[config.mk]
export PLATFORM = sky130hd
export DESIGN_NAME = tap_monitor
export DESIGN_NICKNAME = d
export VERILOG_FILES = /design/src/rtl/tap_mon_pkg.sv /design/src/rtl/tap_pin_sync.sv /design/src/rtl/tap_state_tracker.sv /design/src/rtl/tap_scan_capture.sv /design/src/rtl/tap_monitor.sv
export SDC_FILE = /design/constraint.sdc
export NUM_CORES = 1
export LEC_CHECK = 0
export ABC_AREA = 1
export BUFFER_PORTS_ARGS = -buffer_cell sky130_fd_sc_hd__buf_4
export CAP_MARGIN = 0
export CORE_MARGIN = 2
export CORE_UTILIZATION = 45
export CTS_BUF_LIST = sky130_fd_sc_hd__clkbuf_4 sky130_fd_sc_hd__clkbuf_8
export DETAILED_ROUTE_END_ITERATION = 10
export PLACE_DENSITY = 0.75
export SLEW_MARGIN = 15
export SYNTH_ARGS = -nofsm -noshare
export SYNTH_HDL_FRONTEND = slang
export SYNTH_SLANG_ARGS = --single-unit
export TNS_END_PERCENT = 50
[constraint.sdc]
create_clock -name clk_i -period 2.1 [get_ports clk_i]
set_input_delay 0.21 -clock clk_i [delete_from_list [all_inputs] [get_ports clk_i]]
set_output_delay 0.21 -clock clk_i [all_outputs]
set_load 0.005 [all_outputs]
[src/rtl/tap_mon_pkg.sv]
package tap_mon_pkg;

  typedef enum logic [3:0] {
    TS_RESET  = 4'd0,
    TS_IDLE   = 4'd1,
    TS_SEL_DR = 4'd2,
    TS_CAP_DR = 4'd3,
    TS_SHF_DR = 4'd4,
    TS_EX1_DR = 4'd5,
    TS_PAU_DR = 4'd6,
    TS_EX2_DR = 4'd7,
    TS_UPD_DR = 4'd8,
    TS_SEL_IR = 4'd9,
    TS_CAP_IR = 4'd10,
    TS_SHF_IR = 4'd11,
    TS_EX1_IR = 4'd12,
    TS_PAU_IR = 4'd13,
    TS_EX2_IR = 4'd14,
    TS_UPD_IR = 4'd15
  } tap_state_e;

  typedef struct packed {
    logic tck;
    logic tms;
    logic tdi;
    logic tdo;
  } pin_set_t;

  function automatic tap_state_e tap_next(tap_state_e s, logic tms);
    unique case (s)
      TS_RESET:  return tms ? TS_RESET  : TS_IDLE;
      TS_IDLE:   return tms ? TS_SEL_DR : TS_IDLE;
      TS_SEL_DR: return tms ? TS_SEL_IR : TS_CAP_DR;
      TS_CAP_DR: return tms ? TS_EX1_DR : TS_SHF_DR;
      TS_SHF_DR: return tms ? TS_EX1_DR : TS_SHF_DR;
      TS_EX1_DR: return tms ? TS_UPD_DR : TS_PAU_DR;
      TS_PAU_DR: return tms ? TS_EX2_DR : TS_PAU_DR;
      TS_EX2_DR: return tms ? TS_UPD_DR : TS_SHF_DR;
      TS_UPD_DR: return tms ? TS_SEL_DR : TS_IDLE;
      TS_SEL_IR: return tms ? TS_RESET  : TS_CAP_IR;
      TS_CAP_IR: return tms ? TS_EX1_IR : TS_SHF_IR;
      TS_SHF_IR: return tms ? TS_EX1_IR : TS_SHF_IR;
      TS_EX1_IR: return tms ? TS_UPD_IR : TS_PAU_IR;
      TS_PAU_IR: return tms ? TS_EX2_IR : TS_PAU_IR;
      TS_EX2_IR: return tms ? TS_UPD_IR : TS_SHF_IR;
      default:   return tms ? TS_SEL_DR : TS_IDLE;
    endcase
  endfunction

  function automatic logic is_shift(tap_state_e s);
    return (s == TS_SHF_DR) || (s == TS_SHF_IR);
  endfunction

endpackage

[src/rtl/tap_pin_sync.sv]
module tap_pin_sync
  import tap_mon_pkg::*;
#(
  parameter int STAGES = 2
) (
  input  logic     clk_i,
  input  logic     rst_ni,
  input  pin_set_t pins_i,
  output pin_set_t pins_o,
  output logic     tck_rise_o
);
  localparam int PW = $bits(pin_set_t);

  logic [STAGES-1:0][PW-1:0] chain_q;
  logic                      tck_prev_q;

  always_ff @(posedge clk_i or negedge rst_ni) begin
    if (!rst_ni) begin
      chain_q    <= '0;
      tck_prev_q <= 1'b0;
    end else begin
      chain_q[0] <= pins_i;
      for (int i = 1; i < STAGES; i++) chain_q[i] <= chain_q[i-1];
      tck_prev_q <= pins_o.tck;
    end
  end

  assign pins_o     = pin_set_t'(chain_q[STAGES-1]);
  assign tck_rise_o = pins_o.tck & ~tck_prev_q;

endmodule

[src/rtl/tap_state_tracker.sv]
module tap_state_tracker
  import tap_mon_pkg::*;
(
  input  logic       clk_i,
  input  logic       rst_ni,
  input  logic       step_i,
  input  logic       tms_i,
  output tap_state_e state_o,
  output tap_state_e next_o,
  output logic       valid_o
);
  tap_state_e state_q;
  logic       valid_q;

  assign next_o = tap_next(state_q, tms_i);

  always_ff @(posedge clk_i or negedge rst_ni) begin
    if (!rst_ni) begin
      state_q <= TS_IDLE;
      valid_q <= 1'b0;
    end else begin
      valid_q <= step_i;
      if (step_i) state_q <= next_o;
    end
  end

  assign state_o = state_q;
  assign valid_o = valid_q;

endmodule

[src/rtl/tap_scan_capture.sv]
module tap_scan_capture
  import tap_mon_pkg::*;
#(
  parameter int MAXBITS = 64,
  parameter int LEN_W   = $clog2(MAXBITS + 1)
) (
  input  logic               clk_i,
  input  logic               rst_ni,
  input  logic               step_i,
  input  tap_state_e         cur_i,
  input  tap_state_e         nxt_i,
  input  logic               tdi_i,
  input  logic               tdo_i,
  output logic [MAXBITS-1:0] tdi_o,
  output logic [MAXBITS-1:0] tdo_o,
  output logic [LEN_W-1:0]   len_o,
  output logic               is_ir_o,
  output logic               ovf_o,
  output logic               valid_o
);
  localparam int IDX_W = (MAXBITS > 1) ? $clog2(MAXBITS) : 1;
  localparam logic [LEN_W-1:0] FULL = LEN_W'(MAXBITS);

  logic [MAXBITS-1:0] acc_tdi_q, acc_tdo_q;
  logic [LEN_W-1:0]   cnt_q;
  logic               ovf_q;
  logic               restart, take, finish, room;

  assign restart = step_i && is_shift(nxt_i) &&
                   (cur_i == TS_CAP_DR || cur_i == TS_CAP_IR ||
                    cur_i == TS_EX2_DR || cur_i == TS_EX2_IR);
  assign take    = step_i && is_shift(cur_i) && (nxt_i == cur_i);
  assign finish  = step_i && is_shift(cur_i) &&
                   (nxt_i == TS_EX1_DR || nxt_i == TS_EX1_IR);
  assign room    = cnt_q < FULL;

  always_ff @(posedge clk_i or negedge rst_ni) begin
    if (!rst_ni) begin
      acc_tdi_q <= '0;
      acc_tdo_q <= '0;
      cnt_q     <= '0;
      ovf_q     <= 1'b0;
    end else if (restart) begin
      acc_tdi_q <= '0;
      acc_tdo_q <= '0;
      cnt_q     <= '0;
      ovf_q     <= 1'b0;
    end else if (take) begin
      if (room) begin
        acc_tdi_q[cnt_q[IDX_W-1:0]] <= tdi_i;
        acc_tdo_q[cnt_q[IDX_W-1:0]] <= tdo_i;
        cnt_q <= cnt_q + 1'b1;
      end else begin
        ovf_q <= 1'b1;
      end
    end
  end

  always_ff @(posedge clk_i or negedge rst_ni) begin
    if (!rst_ni) begin
      tdi_o   <= '0;
      tdo_o   <= '0;
      len_o   <= '0;
      is_ir_o <= 1'b0;
      ovf_o   <= 1'b0;
      valid_o <= 1'b0;
    end else begin
      valid_o <= finish;
      if (finish) begin
        tdi_o   <= acc_tdi_q;
        tdo_o   <= acc_tdo_q;
        len_o   <= cnt_q;
        is_ir_o <= (cur_i == TS_SHF_IR);
        ovf_o   <= ovf_q;
      end
    end
  end

endmodule

[src/rtl/tap_monitor.sv]
module tap_monitor
  import tap_mon_pkg::*;
#(
  parameter int MAXBITS     = 64,
  parameter int SYNC_STAGES = 2,
  localparam int LEN_W      = $clog2(MAXBITS + 1)
) (
  input  logic               clk_i,
  input  logic               rst_ni,
  input  logic               tck_i,
  input  logic               tms_i,
  input  logic               tdi_i,
  input  logic               tdo_i,
  output logic [3:0]         state_code_o,
  output logic               state_valid_o,
  output logic [MAXBITS-1:0] scan_tdi_o,
  output logic [MAXBITS-1:0] scan_tdo_o,
  output logic [LEN_W-1:0]   scan_len_o,
  output logic               scan_is_ir_o,
  output logic               scan_overflow_o,
  output logic               scan_valid_o
);
  pin_set_t   pins_raw, pins_s;
  logic       tck_rise;
  tap_state_e cur_st, nxt_st;

  assign pins_raw = '{tck: tck_i, tms: tms_i, tdi: tdi_i, tdo: tdo_i};

  tap_pin_sync #(.STAGES(SYNC_STAGES)) u_sync (
    .clk_i      (clk_i),
    .rst_ni     (rst_ni),
    .pins_i     (pins_raw),
    .pins_o     (pins_s),
    .tck_rise_o (tck_rise)
  );

  tap_state_tracker u_fsm (
    .clk_i   (clk_i),
    .rst_ni  (rst_ni),
    .step_i  (tck_rise),
    .tms_i   (pins_s.tms),
    .state_o (cur_st),
    .next_o  (nxt_st),
    .valid_o (state_valid_o)
  );

  tap_scan_capture #(.MAXBITS(MAXBITS), .LEN_W(LEN_W)) u_cap (
    .clk_i   (clk_i),
    .rst_ni  (rst_ni),
    .step_i  (tck_rise),
    .cur_i   (cur_st),
    .nxt_i   (nxt_st),
    .tdi_i   (pins_s.tdi),
    .tdo_i   (pins_s.tdo),
    .tdi_o   (scan_tdi_o),
    .tdo_o   (scan_tdo_o),
    .len_o   (scan_len_o),
    .is_ir_o (scan_is_ir_o),
    .ovf_o   (scan_overflow_o),
    .valid_o (scan_valid_o)
  );

  assign state_code_o = cur_st;

endmodule

==> out/results.txt <==
Register area share after synthesis - 0.547
Seq cells post-synth - 288
Syn_nets - 1614
HPWL after detailed placement - 21700 um
Synth Warn # - 0
Net Sw Power - 4.74 mW
Post-synth top area share - 0.545
Clock-pin transition on the worst setup and hold timing paths - 0.06 ns
Tightest Pin Transition - 0.679 ns
Root Driver - clkbuf_8
Worst-Skew Late Latency - 0.58 ns
GRT overflow - 0
Final Cell Area - 17500 um2
Grt met3 use - 0.0446
Lkg Pwr - 8.97 nW
Post-Syn Area - 13200 um2
Worst setup SP type - flop
Die ar. - 30700 um2
Max Root-Sink Buffers - 3
CP arrival - 2.82 ns
Worst Hold Class - primary input to async pin
Final nets - 1837
PortBufs - 148
Layout cells sized above 1 - 0.281
Vias in the first global route - 11200
Die W - 175 um
Final hold vios - 0
H-tree depth - 2
RePlAce Congestion - 0.906
Max-cap violations - 0
GRT met1 Usage - 0.308
Yosys cell types - 25
Gr usage total - 0.226
Io pins - 149
Placed Area - 15000 um2
Kind of critical path - flop to flop
Synthesized instance count - 1607
Num CTS Buffers - 47
WL final - 40100 um
Critical path required time - 2.54 ns
ANT nets after route - 0
Final Skew - 0.0268 ns
Die Y - 175 um
Core region area - 28800 um2
Max-slew violation count - 0
Sw Ratio - 0.312
Num rows - 62
Minimum clock period - 2.37 ns
Status - complete, but fails checks
Tot Pwr - 15.2 mW
Initial Util - 0.458
Initial antenna violation count - 0
TritonRoute pass-1 iters - 9
1st-iter DRT viols - 1136
Failing checks - negative setup slack
Final period utilization - 1.13
Worst-path maximum fanout - 9
RSZ-0062 raised after global routing - true
Met2 GRT Util - 0.363
Sink Count - 288
VDD IR-drop max - 0.613 mV
Logic pwr share - 0.278
Area growth syn-to-layout - 32.8%
Seq pwr share - 0.378
Slew headroom - 0.547
Fin worst setup slack - -0.272 ns
F_max - 0.422 GHz
Main area contributors after synthesis - dfrtp_1, nand2_1, nand3_1
Int Pwr - 10.5 mW
Final setup fails - 273
Vias - 12000
Synth area leader - dfrtp_1
Antenna Cells - 0
Vias per cell - 5.35
DRC - 0
Crit end category - flop
GRT Max-Usage Layer - met2
Power Density - 869 nW/um2
Average size of a mapped cell - 8.20 um2
First-pass GRT wire length - 56700 um
WL/cell - 17.8 um
Largest net degree at the start of global routing - 84
CTS tree - built
Clock network power share - 0.344
==> worst max-delay path, cell delays in order, from the launching register on <==
cell	delay, ns
dfstp_2	0.65
buf_6	0.14
buf_4	0.11
nand3_2	0.08
nand2_2	0.10
nand4_1	0.14
nand3_1	0.16
nand2_2	0.08
nand2_4	0.13
clkbuf_16	0.18
clkbuf_16	0.16
nand4_1	0.13
nand3_1	0.12
nand2_1	0.06
==> sequential cells by signal (all words and copies together) (netlist names), 4 cells and up <==
register         count
u_cap.len_o          7
u_cap.tdi_o         64
u_cap.acc_tdi_q     64
u_sync.chain_q       4
u_cap.cnt_q          7
u_sync.pins_o        4
u_fsm.state_o        4
u_cap.tdo_o         64
u_cap.acc_tdo_q     64
==> layer usage <==
metal / wire, um / share of wire
met1: 16200 / 0.40
met5: 0 / 0
met2: 18900 / 0.47
met4: 1630 / 0.041
met3: 3340 / 0.083
==> Yosys cell counts <==
| master | n |
|---|---|
| xor2_1 | 1 |
| nand3_1 | 155 |
| clkinv_1 | 1 |
| dfrtp_1 | 287 |
| clkbuf_1 | 25 |
| nor3_1 | 8 |
| ha_1 | 1 |
| nand2_1 | 698 |
| nor2_2 | 15 |
| nand3_4 | 1 |
| buf_2 | 42 |
| nand4_1 | 68 |
| inv_2 | 3 |
| nor2_1 | 91 |
| o21ai_0 | 18 |
| buf_6 | 8 |
| o2111ai_1 | 1 |
| a21oi_1 | 6 |
| buf_1 | 4 |
| nor2_4 | 51 |
| a31oi_1 | 1 |
| inv_1 | 107 |
| buf_4 | 13 |
| o21bai_1 | 1 |
| dfstp_2 | 1 |
==> cell type report <==
| cell class | instances | area [um2] |
|---|---|---|
| clock buffer | 79 | 962 |
| clock inverter | 4 | 51.3 |
| fill | 2321 | 11300 |
| inverter | 111 | 432 |
| multi-input combinational | 1118 | 5620 |
| sequential | 288 | 7210 |
| tap | 384 | 480 |
| timing repair buffer | 264 | 2760 |
==> cell usage in the layout, fill, tap and decap left out, types with 13 or more instances in the layout <==
cell,synthesis,final
nand2_1,698,679
dfrtp_1,287,282
buf_4,13,196
inv_1,107,100
nand3_1,155,89
nor2_1,91,85
nand4_1,68,68
nand3_2,0,66
nor2_4,51,60
clkbuf_8,0,59
buf_12,0,23
clkbuf_4,0,20
o21ai_0,18,17
clkbuf_16,0,17
nand2_2,0,13
==> what timing repair did <==
| action | in CTS | in global routing |
|---|---|---|
| endpoints found under the setup margin | 161 | 273 |
| gates cloned | 1 | 30 |
| pin swaps | 22 | 41 |
| buffers inserted | 13 | 7 |
| endpoints found under the hold margin | 124 | 0 |
| gates resized for setup | 22 | 137 |
| hold buffers | 5 | 0 |
==> power by group through the flow <==
| stage | logic (mW) | clock network [mW] | registers (mW) |
|---|---|---|---|
| 6_report | 4.23 | 5.23 | 5.76 |
| 5_1_grt | 4.35 | 5.57 | 5.77 |
| 4_1_cts | 2.62 | 5.31 | 5.74 |
| 3_5_place_dp | 2.24 | 0 | 5.83 |
| 3_3_place_gp | 2.22 | 0 | 5.82 |
| 2_1_floorplan | 1.27 | 0 | 5.80 |
==> cells by family after synthesis <==
kind of cell | synth area share
AND/OR/NAND/NOR | 0.371
flip-flops | 0.547
buffers and inverters | 0.0700
AO/OA/AOI/OAI | 0.0108
XOR/XNOR | 0.000664
adder cells (fa/ha/maj) | 0.000949
==> worst paths after layout <==
kind,from,to,slack [ns],depth (start not counted)
max reg2reg,u_fsm.state_o[0],u_cap.acc_tdo_q[8],-0.27,13
max in group asynchronous,rst_ni,u_cap.tdo_o[26],1.21,3
max,u_fsm.state_o[0],u_cap.acc_tdo_q[8],-0.27,13
min,rst_ni,u_cap.tdo_o[53],0.18,2
min reg2reg,u_sync.chain_q[3],u_sync.pins_o[3],0.35,0
min in group clk_i,tck_i,u_sync.chain_q[3],0.29,2
==> stage by stage <==
step / utilization / hold slack [ns] / worst slack [ns] / std cells / setup TNS (ns)
finish: 0.609 / 0.177 / -0.272 / 2248 / -42.14
global route: 0.609 / 0.207 / -0.396 / 2248 / -73.33
CTS: 0.566 / 0.178 / -0.0758 / 2211 / -4.63
floorplan: - / -0.0856 / 0.170 / 1607 / 0
global placement: 0.522 / 0.185 / -0.0866 / 2109 / -2.09
detailed placement: 0.522 / 0.195 / -0.217 / 2109 / -11.67
Note: power is estimated with default switching activity, not from simulation.
